[src/rtl/icache_pkg.sv]
package icache_pkg;

    typedef enum logic [1:0] {
        ST_IDLE = 2'd0,
        ST_CMD  = 2'd1,
        ST_RSP  = 2'd2,
        ST_DONE = 2'd3
    } fill_state_e;

    typedef struct packed {
        logic        val;
        logic [31:0] addr;
        logic [5:0]  plen;
    } bus_cmd_t;

    typedef struct packed {
        logic        hit;
        logic [31:0] word;
    } lookup_t;

endpackage

[src/rtl/icache_seg_check.sv]
module icache_seg_check #(
    parameter int                 NSEG   = 1,
    parameter logic [NSEG*32-1:0] UNC_LO = {NSEG{32'hF000_0000}},
    parameter logic [NSEG*32-1:0] UNC_HI = {NSEG{32'hFFFF_FFFF}}
) (
    input  logic [31:0] addr,
    output logic        uncached
);
    logic [NSEG-1:0] in_seg;

    for (genvar g = 0; g < NSEG; g++) begin : g_seg
        assign in_seg[g] = (addr >= UNC_LO[g*32 +: 32]) && (addr <= UNC_HI[g*32 +: 32]);
    end

    assign uncached = |in_seg;
endmodule

[src/rtl/icache_store.sv]
module icache_store
    import icache_pkg::*;
#(
    parameter int LINES = 16,
    parameter int WORDS = 4,
    localparam int IDXW = $clog2(LINES),
    localparam int OFFW = $clog2(WORDS),
    localparam int TAGW = 32 - IDXW - OFFW - 2
) (
    input  logic            clk,
    input  logic            rst,
    input  logic [IDXW-1:0] rd_idx,
    input  logic [OFFW-1:0] rd_off,
    input  logic [TAGW-1:0] rd_tag,
    output lookup_t         rd,
    input  logic            inv_en,
    input  logic [IDXW-1:0] inv_idx,
    input  logic [TAGW-1:0] inv_tag,
    input  logic            wr_en,
    input  logic [IDXW-1:0] wr_idx,
    input  logic [OFFW-1:0] wr_off,
    input  logic [31:0]     wr_data,
    input  logic            cm_en,
    input  logic [IDXW-1:0] cm_idx
);
    logic [31:0]     data_q [LINES*WORDS];
    logic [TAGW-1:0] tag_q  [LINES];
    logic [LINES-1:0] vld_q;

    assign rd.hit  = vld_q[rd_idx] && (tag_q[rd_idx] == rd_tag);
    assign rd.word = data_q[{rd_idx, rd_off}];

    always_ff @(posedge clk) begin
        if (rst) begin
            vld_q <= '0;
        end else begin
            if (inv_en) begin
                vld_q[inv_idx] <= 1'b0;
            end
            if (cm_en) begin
                vld_q[cm_idx] <= 1'b1;
            end
        end
    end

    always_ff @(posedge clk) begin
        if (inv_en) begin
            tag_q[inv_idx] <= inv_tag;
        end
        if (wr_en) begin
            data_q[{wr_idx, wr_off}] <= wr_data;
        end
    end

    // A line may only become valid after the miss that claimed it cleared it.
    assert_fill_after_inval_R8 : assert property (@(posedge clk) disable iff (rst)
        cm_en |-> !vld_q[cm_idx]);

    // The same line is never claimed and completed in one cycle.
    assert_no_claim_and_commit_R5 : assert property (@(posedge clk) disable iff (rst)
        !(inv_en && cm_en));
endmodule

[src/rtl/icache_fill_fsm.sv]
module icache_fill_fsm
    import icache_pkg::*;
#(
    parameter int LINES = 16,
    parameter int WORDS = 4,
    localparam int IDXW = $clog2(LINES),
    localparam int OFFW = $clog2(WORDS),
    localparam int TAGW = 32 - IDXW - OFFW - 2,
    localparam logic [31:0] LINE_MASK = 32'(WORDS * 4 - 1)
) (
    input  logic            clk,
    input  logic            rst,
    input  logic            fetch_req,
    input  logic [31:0]     fetch_addr,
    input  logic            uncached,
    input  logic            hit,
    output logic            miss,
    output logic            err,
    output logic            use_buf,
    output logic [31:0]     buf_word,
    output bus_cmd_t        cmd,
    input  logic            cmd_ack,
    input  logic            rsp_val,
    input  logic [31:0]     rsp_data,
    input  logic            rsp_err,
    output logic            inv_en,
    output logic [IDXW-1:0] inv_idx,
    output logic [TAGW-1:0] inv_tag,
    output logic            wr_en,
    output logic [IDXW-1:0] wr_idx,
    output logic [OFFW-1:0] wr_off,
    output logic            cm_en
);
    fill_state_e state_q, state_d;
    logic [31:0] addr_q;
    logic        unc_q;
    logic        err_q;
    logic [5:0]  cnt_q;
    logic [31:0] buf_q;
    logic        start, last, bad;

    assign start = (state_q == ST_IDLE) && fetch_req && !(hit && !uncached);
    assign cmd.val  = (state_q == ST_CMD);
    assign cmd.plen = unc_q ? 6'd1 : 6'(WORDS);
    assign cmd.addr = unc_q ? addr_q : (addr_q & ~LINE_MASK);
    assign last = (cnt_q == cmd.plen - 6'd1);
    assign bad  = err_q || rsp_err;

    assign inv_en  = start && !uncached;
    assign inv_idx = fetch_addr[OFFW+2 +: IDXW];
    assign inv_tag = fetch_addr[31 -: TAGW];
    assign wr_en   = (state_q == ST_RSP) && rsp_val && !unc_q;
    assign wr_idx  = addr_q[OFFW+2 +: IDXW];
    assign wr_off  = cnt_q[OFFW-1:0];
    assign cm_en   = wr_en && last && !bad;

    assign miss     = start || (state_q == ST_CMD) || (state_q == ST_RSP);
    assign err      = (state_q == ST_DONE) && err_q;
    assign use_buf  = (state_q == ST_DONE);
    assign buf_word = buf_q;

    always_comb begin
        state_d = state_q;
        unique case (state_q)
            ST_IDLE: if (start) state_d = ST_CMD;
            ST_CMD:  if (cmd_ack) state_d = ST_RSP;
            ST_RSP:  if (rsp_val && last) state_d = (unc_q || bad) ? ST_DONE : ST_IDLE;
            ST_DONE: state_d = ST_IDLE;
            default: state_d = ST_IDLE;
        endcase
    end

    always_ff @(posedge clk) begin
        if (rst) begin
            state_q <= ST_IDLE;
            addr_q  <= '0;
            unc_q   <= 1'b0;
            err_q   <= 1'b0;
            cnt_q   <= '0;
            buf_q   <= '0;
        end else begin
            state_q <= state_d;
            if (start) begin
                addr_q <= fetch_addr;
                unc_q  <= uncached;
                err_q  <= 1'b0;
                cnt_q  <= '0;
            end else if ((state_q == ST_RSP) && rsp_val) begin
                cnt_q <= cnt_q + 6'd1;
                err_q <= bad;
                buf_q <= rsp_data;
            end
        end
    end

    // One transaction at a time: no command while responses are due.
    assert_one_outstanding_R6 : assert property (@(posedge clk) disable iff (rst)
        (state_q == ST_RSP) |-> !cmd.val);

    // A waiting command holds its address and length.
    assert_cmd_stable_R4 : assert property (@(posedge clk) disable iff (rst)
        (cmd.val && !cmd_ack) |=> (cmd.val && $stable(cmd.addr) && $stable(cmd.plen)));

    // Response phase is only entered through an accepted command.
    assert_cmd_before_rsp_R4 : assert property (@(posedge clk) disable iff (rst)
        ((state_q == ST_RSP) && ($past(state_q) != ST_RSP)) |-> ($past(state_q) == ST_CMD));

    // A burst length is either one line or one word.
    assert_plen_legal_R7 : assert property (@(posedge clk) disable iff (rst)
        cmd.val |-> ((cmd.plen == 6'(WORDS)) || (cmd.plen == 6'd1)));

    // No request means no new command starts.
    assert_idle_quiet_R10 : assert property (@(posedge clk) disable iff (rst)
        ((state_q == ST_IDLE) && !fetch_req) |=> !cmd.val);
endmodule

[src/rtl/icache_ctrl.sv]
module icache_ctrl
    import icache_pkg::*;
#(
    parameter int                 LINES  = 16,
    parameter int                 WORDS  = 4,
    parameter int                 NSEG   = 1,
    parameter logic [NSEG*32-1:0] UNC_LO = {NSEG{32'hF000_0000}},
    parameter logic [NSEG*32-1:0] UNC_HI = {NSEG{32'hFFFF_FFFF}}
) (
    input  logic        clk,
    input  logic        rst,
    input  logic        fetch_req,
    input  logic [31:0] fetch_addr,
    output logic [31:0] fetch_instr,
    output logic        fetch_miss,
    output logic        fetch_err,
    output logic        bus_cmd_val,
    input  logic        bus_cmd_ack,
    output logic [31:0] bus_cmd_addr,
    output logic [5:0]  bus_cmd_plen,
    input  logic        bus_rsp_val,
    input  logic [31:0] bus_rsp_data,
    input  logic        bus_rsp_err
);
    localparam int IDXW = $clog2(LINES);
    localparam int OFFW = $clog2(WORDS);
    localparam int TAGW = 32 - IDXW - OFFW - 2;

    logic            uncached;
    lookup_t         rd;
    bus_cmd_t        cmd;
    logic            use_buf;
    logic [31:0]     buf_word;
    logic            inv_en, wr_en, cm_en;
    logic [IDXW-1:0] inv_idx, wr_idx;
    logic [TAGW-1:0] inv_tag;
    logic [OFFW-1:0] wr_off;

    icache_seg_check #(.NSEG(NSEG), .UNC_LO(UNC_LO), .UNC_HI(UNC_HI)) u_seg (
        .addr     (fetch_addr),
        .uncached (uncached)
    );

    icache_store #(.LINES(LINES), .WORDS(WORDS)) u_store (
        .clk     (clk),
        .rst     (rst),
        .rd_idx  (fetch_addr[OFFW+2 +: IDXW]),
        .rd_off  (fetch_addr[2 +: OFFW]),
        .rd_tag  (fetch_addr[31 -: TAGW]),
        .rd      (rd),
        .inv_en  (inv_en),
        .inv_idx (inv_idx),
        .inv_tag (inv_tag),
        .wr_en   (wr_en),
        .wr_idx  (wr_idx),
        .wr_off  (wr_off),
        .wr_data (bus_rsp_data),
        .cm_en   (cm_en),
        .cm_idx  (wr_idx)
    );

    icache_fill_fsm #(.LINES(LINES), .WORDS(WORDS)) u_fsm (
        .clk        (clk),
        .rst        (rst),
        .fetch_req  (fetch_req),
        .fetch_addr (fetch_addr),
        .uncached   (uncached),
        .hit        (rd.hit),
        .miss       (fetch_miss),
        .err        (fetch_err),
        .use_buf    (use_buf),
        .buf_word   (buf_word),
        .cmd        (cmd),
        .cmd_ack    (bus_cmd_ack),
        .rsp_val    (bus_rsp_val),
        .rsp_data   (bus_rsp_data),
        .rsp_err    (bus_rsp_err),
        .inv_en     (inv_en),
        .inv_idx    (inv_idx),
        .inv_tag    (inv_tag),
        .wr_en      (wr_en),
        .wr_idx     (wr_idx),
        .wr_off     (wr_off),
        .cm_en      (cm_en)
    );

    assign fetch_instr  = use_buf ? buf_word : rd.word;
    assign bus_cmd_val  = cmd.val;
    assign bus_cmd_addr = cmd.addr;
    assign bus_cmd_plen = cmd.plen;

    // Stall and error report are never raised together.
    assert_err_not_stalled_R8 : assert property (@(posedge clk) disable iff (rst)
        fetch_err |-> !fetch_miss);
endmodule

[config.mk]
export PLATFORM = sky130hd
export DESIGN_NAME = icache_ctrl
export DESIGN_NICKNAME = d
export VERILOG_FILES = /design/src/rtl/icache_pkg.sv /design/src/rtl/icache_seg_check.sv /design/src/rtl/icache_store.sv /design/src/rtl/icache_fill_fsm.sv /design/src/rtl/icache_ctrl.sv
export SDC_FILE = /design/constraint.sdc
export NUM_CORES = 2
export LEC_CHECK = 0
export ABC_CLOCK_PERIOD_IN_PS = 4600
export BUFFER_PORTS_ARGS = -buffer_cell sky130_fd_sc_hd__buf_2
export CAP_MARGIN = 20
export CORE_ASPECT_RATIO = 0.7
export CORE_MARGIN = 10
export CORE_UTILIZATION = 45
export CTS_CLUSTER_DIAMETER = 60
export DETAILED_ROUTE_END_ITERATION = 8
export PLACE_DENSITY_LB_ADDON = 0.08
export SETUP_SLACK_MARGIN = 0.2
export SKIP_LAST_GASP = 1
export SYNTH_ARGS = -nofsm -noshare
export SYNTH_HDL_FRONTEND = slang
export SYNTH_SLANG_ARGS = --single-unit
[constraint.sdc]
create_clock -name clk -period 4.6 [get_ports clk]
set_input_delay 0.23 -clock clk [delete_from_list [all_inputs] [get_ports clk]]
set_output_delay 0.23 -clock clk [all_outputs]
set_load 0.1 [all_outputs]
==> impl_results.md <==
* Outcome: completed
* Placed cells at 7476
* Area of the core at 0.214 mm^2
* Power, Total at 0.0475 W
* Crit. End Element: primary output
* Gate count of the mapped netlist at 4463
* Die ar. at 0.235 mm^2
* Req. time, crit path at 4370 ps
* Overflow left after global routing at 0
* Hold/Removal Path Class: input pin to flip-flop
* CP Buf/Inv Count at 1
* Largest stage delay, worst path at 500 ps
* Ys async rst share at 0%
* Worst endpoint data arrival time at 4020 ps
* Syn Std Cell Area at 0.0972 mm^2
* Post-detailed-route count of antenna-violating nets at 0
* IO Pins at 143
* Total GRT Usage at 25.4%
* Routed len/inst at 38.2 um
* P&R area growth vs syn at 15.8%
* Initial Util at 45.3%
* Critical path startpoint category: flip-flop
* Synth cell types at 66
* Slowest CP cell: mux4_2
* Initial antenna violation count at 25
* Cts bufs inserted at 242
* Via-to-Cell Ratio at 6.35
* CTS tree: built
* Non-Filler Instances at 8003
* Max-slew headroom at 25.1%
* Max Fanout on Critical Path at 10
* Clock sinks at 2522
* Vias in the first global route at 48700
* Count leader, synth: edfxtp_1
* Post-Route WL at 306000 um
* Die extent in y at 409 um
* Total number of H-tree levels at 4
* Layout cells sized above 1 at 30.1%
* Critical path class: flip-flop to primary output
* Largest area contributor in the netlist: edfxtp_1
* RSZ-0062 raised after global routing: false
* Die X at 576 um
* Top cell type's share of synthesized area at 75.1%
* Largest net degree at the start of global routing at 67
* Clock Latency Late Sink at 900 ps
* Setup TNS at 0 ps
* Post-synthesis sequential area ratio at 77.0%
* Final hold slack at 56.2 ps
* Drc violations at 0
* Largest cells by area after synthesis: edfxtp_1, mux4_2, dfxtp_1, mux2i_1, a22oi_1
* Vias at 50800
* Leakage at 35.4 nW
* Post-synth EDFFs at 2432
* # nets final at 4994
* Clock Tree Buf Depth at 4
* Row count at 142
* Synth Area per Inst at 21.8 um^2
* Fin crit share at 92.3%
* CP cell instances: mux4_2, mux2i_1, nand2_1, o2111ai_1, nor4_2, o221a_2, and4_4, o21ai_0, and2_1, buf_2
* First-pass GRT wire length at 418000 um
* Fin Clk Skew at 40.8 ps
* Post-synth top cells: edfxtp_1, mux4_2, nand2_1
* Max-cap violations at 0
* Slew @ Worst Pin at 1120 ps
* Yosys Warn Count at 0
* Max VDD drop at 315 uV
* CP delay by family, top: multiplexers
* Detailed Routing Iterations Pass 1 at 5
* IO Port Bufs at 138
* Final Hold Violating Endpoints at 0
* Post-CTS setup buffers at 0
* Max-slew violations at 0
* Clock-pin slew on the worst setup and hold paths at 60 ps
* Drt initial violations at 7934
* Fmax at 236 MHz
* Root Buffer: clkbuf_16
* Final GP Congestion at 0.858
* Setup violators final at 0
* Min Tclk post-route at 4250 ps
* Power Density at 422 mW/mm^2
* Yosys reg bits at 2522
* Dominant synthesized flop cell: edfxtp_1
* DP HPWL at 177000 um
state kept, by name, summed over array words and instances, names as in the netlist:
register and count:
u_fsm.addr_q 32, u_fsm.buf_word 32, u_fsm.cnt_q 6, u_fsm.err_q 1, u_fsm.state_q 2, u_fsm.unc_q 1
u_store.data_q 2048, u_store.tag_q 384, u_store.vld_q 16
per-stage QoR:
stage	utilization, %	worst slack [ps]	instance area (um^2)
global route	52.5	270	113000
global placement	48.5	498	104000
floorplan	-	341	97200
finish	52.5	355	113000
CTS	52.1	331	112000
detailed placement	48.5	526	104000
repair_timing:
action                                 CTS  global route
setup endpoints to repair                0             1
endpoints found under the hold margin  429          1251
resized for setup                        0             1
hold buffers                            37            23
cell families after synthesis:
logic type | after synthesis | share of synthesized area [%]
other | 1 | 0.00386
multiplexers | 770 | 16.3
flip-flops | 2522 | 77.0
AND/OR/NAND/NOR | 444 | 2.08
XOR/XNOR | 37 | 0.333
adder cells (fa/ha/maj) | 1 | 0.0129
AO/OA/AOI/OAI | 390 | 2.71
buffers and inverters | 298 | 1.62
report_power, final:
part	internal (W)	total, W	switching (W)
Combinational	0.00111	0.00326	0.00215
Sequential	0.0252	0.0253	0.0000381
Clock	0.0104	0.0190	0.00852
per-layer routing:
layer	global-route usage [%]	up-vias	wire, um	part of all wire, %
met2	36.5	2996	133000	43
met4	5.53	6	7230	2.4
met3	5.78	411	32100	10
met1	39.7	27700	134000	44
li1	-	19700	-	-
met5	0	-	36	0.012
placed cells by master, fill, tap and decap left out, drive strengths merged, types with 23 or more instances in the layout:
master       count
dlygate4sd3     60
a22oi          109
mux2i          101
nand4           24
nand3           49
o21ai           52
edfxtp        2432
nor3            35
dfxtp           90
clkbuf         325
buf            436
mux4           645
nand2          138
clkinv          95
and2            23
nor2           137
a21oi          110
mux2            24
final cells by class:
| cell class | count | area [um^2] |
|---|---|---|
| Antenna cell | 5 | 12.5 |
| Inverter | 15 | 56.3 |
| Tap cell | 2880 | 3600 |
| Clock buffer | 325 | 6600 |
| Sequential cell | 2522 | 74800 |
| Fill cell | 16700 | 102000 |
| Clock inverter | 114 | 764 |
| Multi-Input combinational cell | 1646 | 21400 |
| Timing Repair Buffer | 496 | 5240 |
final timing paths:
check / endpoint / depth (start not counted) / startpoint / slack [ps]
worst min-delay path: u_store.data_q[2][0] / 1 / bus_rsp_data[0] / 60
worst max register to register: u_fsm.state_q[0] / 9 / u_store.tag_q[1][17] / 1080
worst min register to register: u_fsm.buf_word[30] / 2 / u_fsm.buf_word[30] / 450
worst max-delay path: fetch_miss / 10 / u_store.tag_q[1][17] / 350
Note: power is estimated with default switching activity, not from simulation.
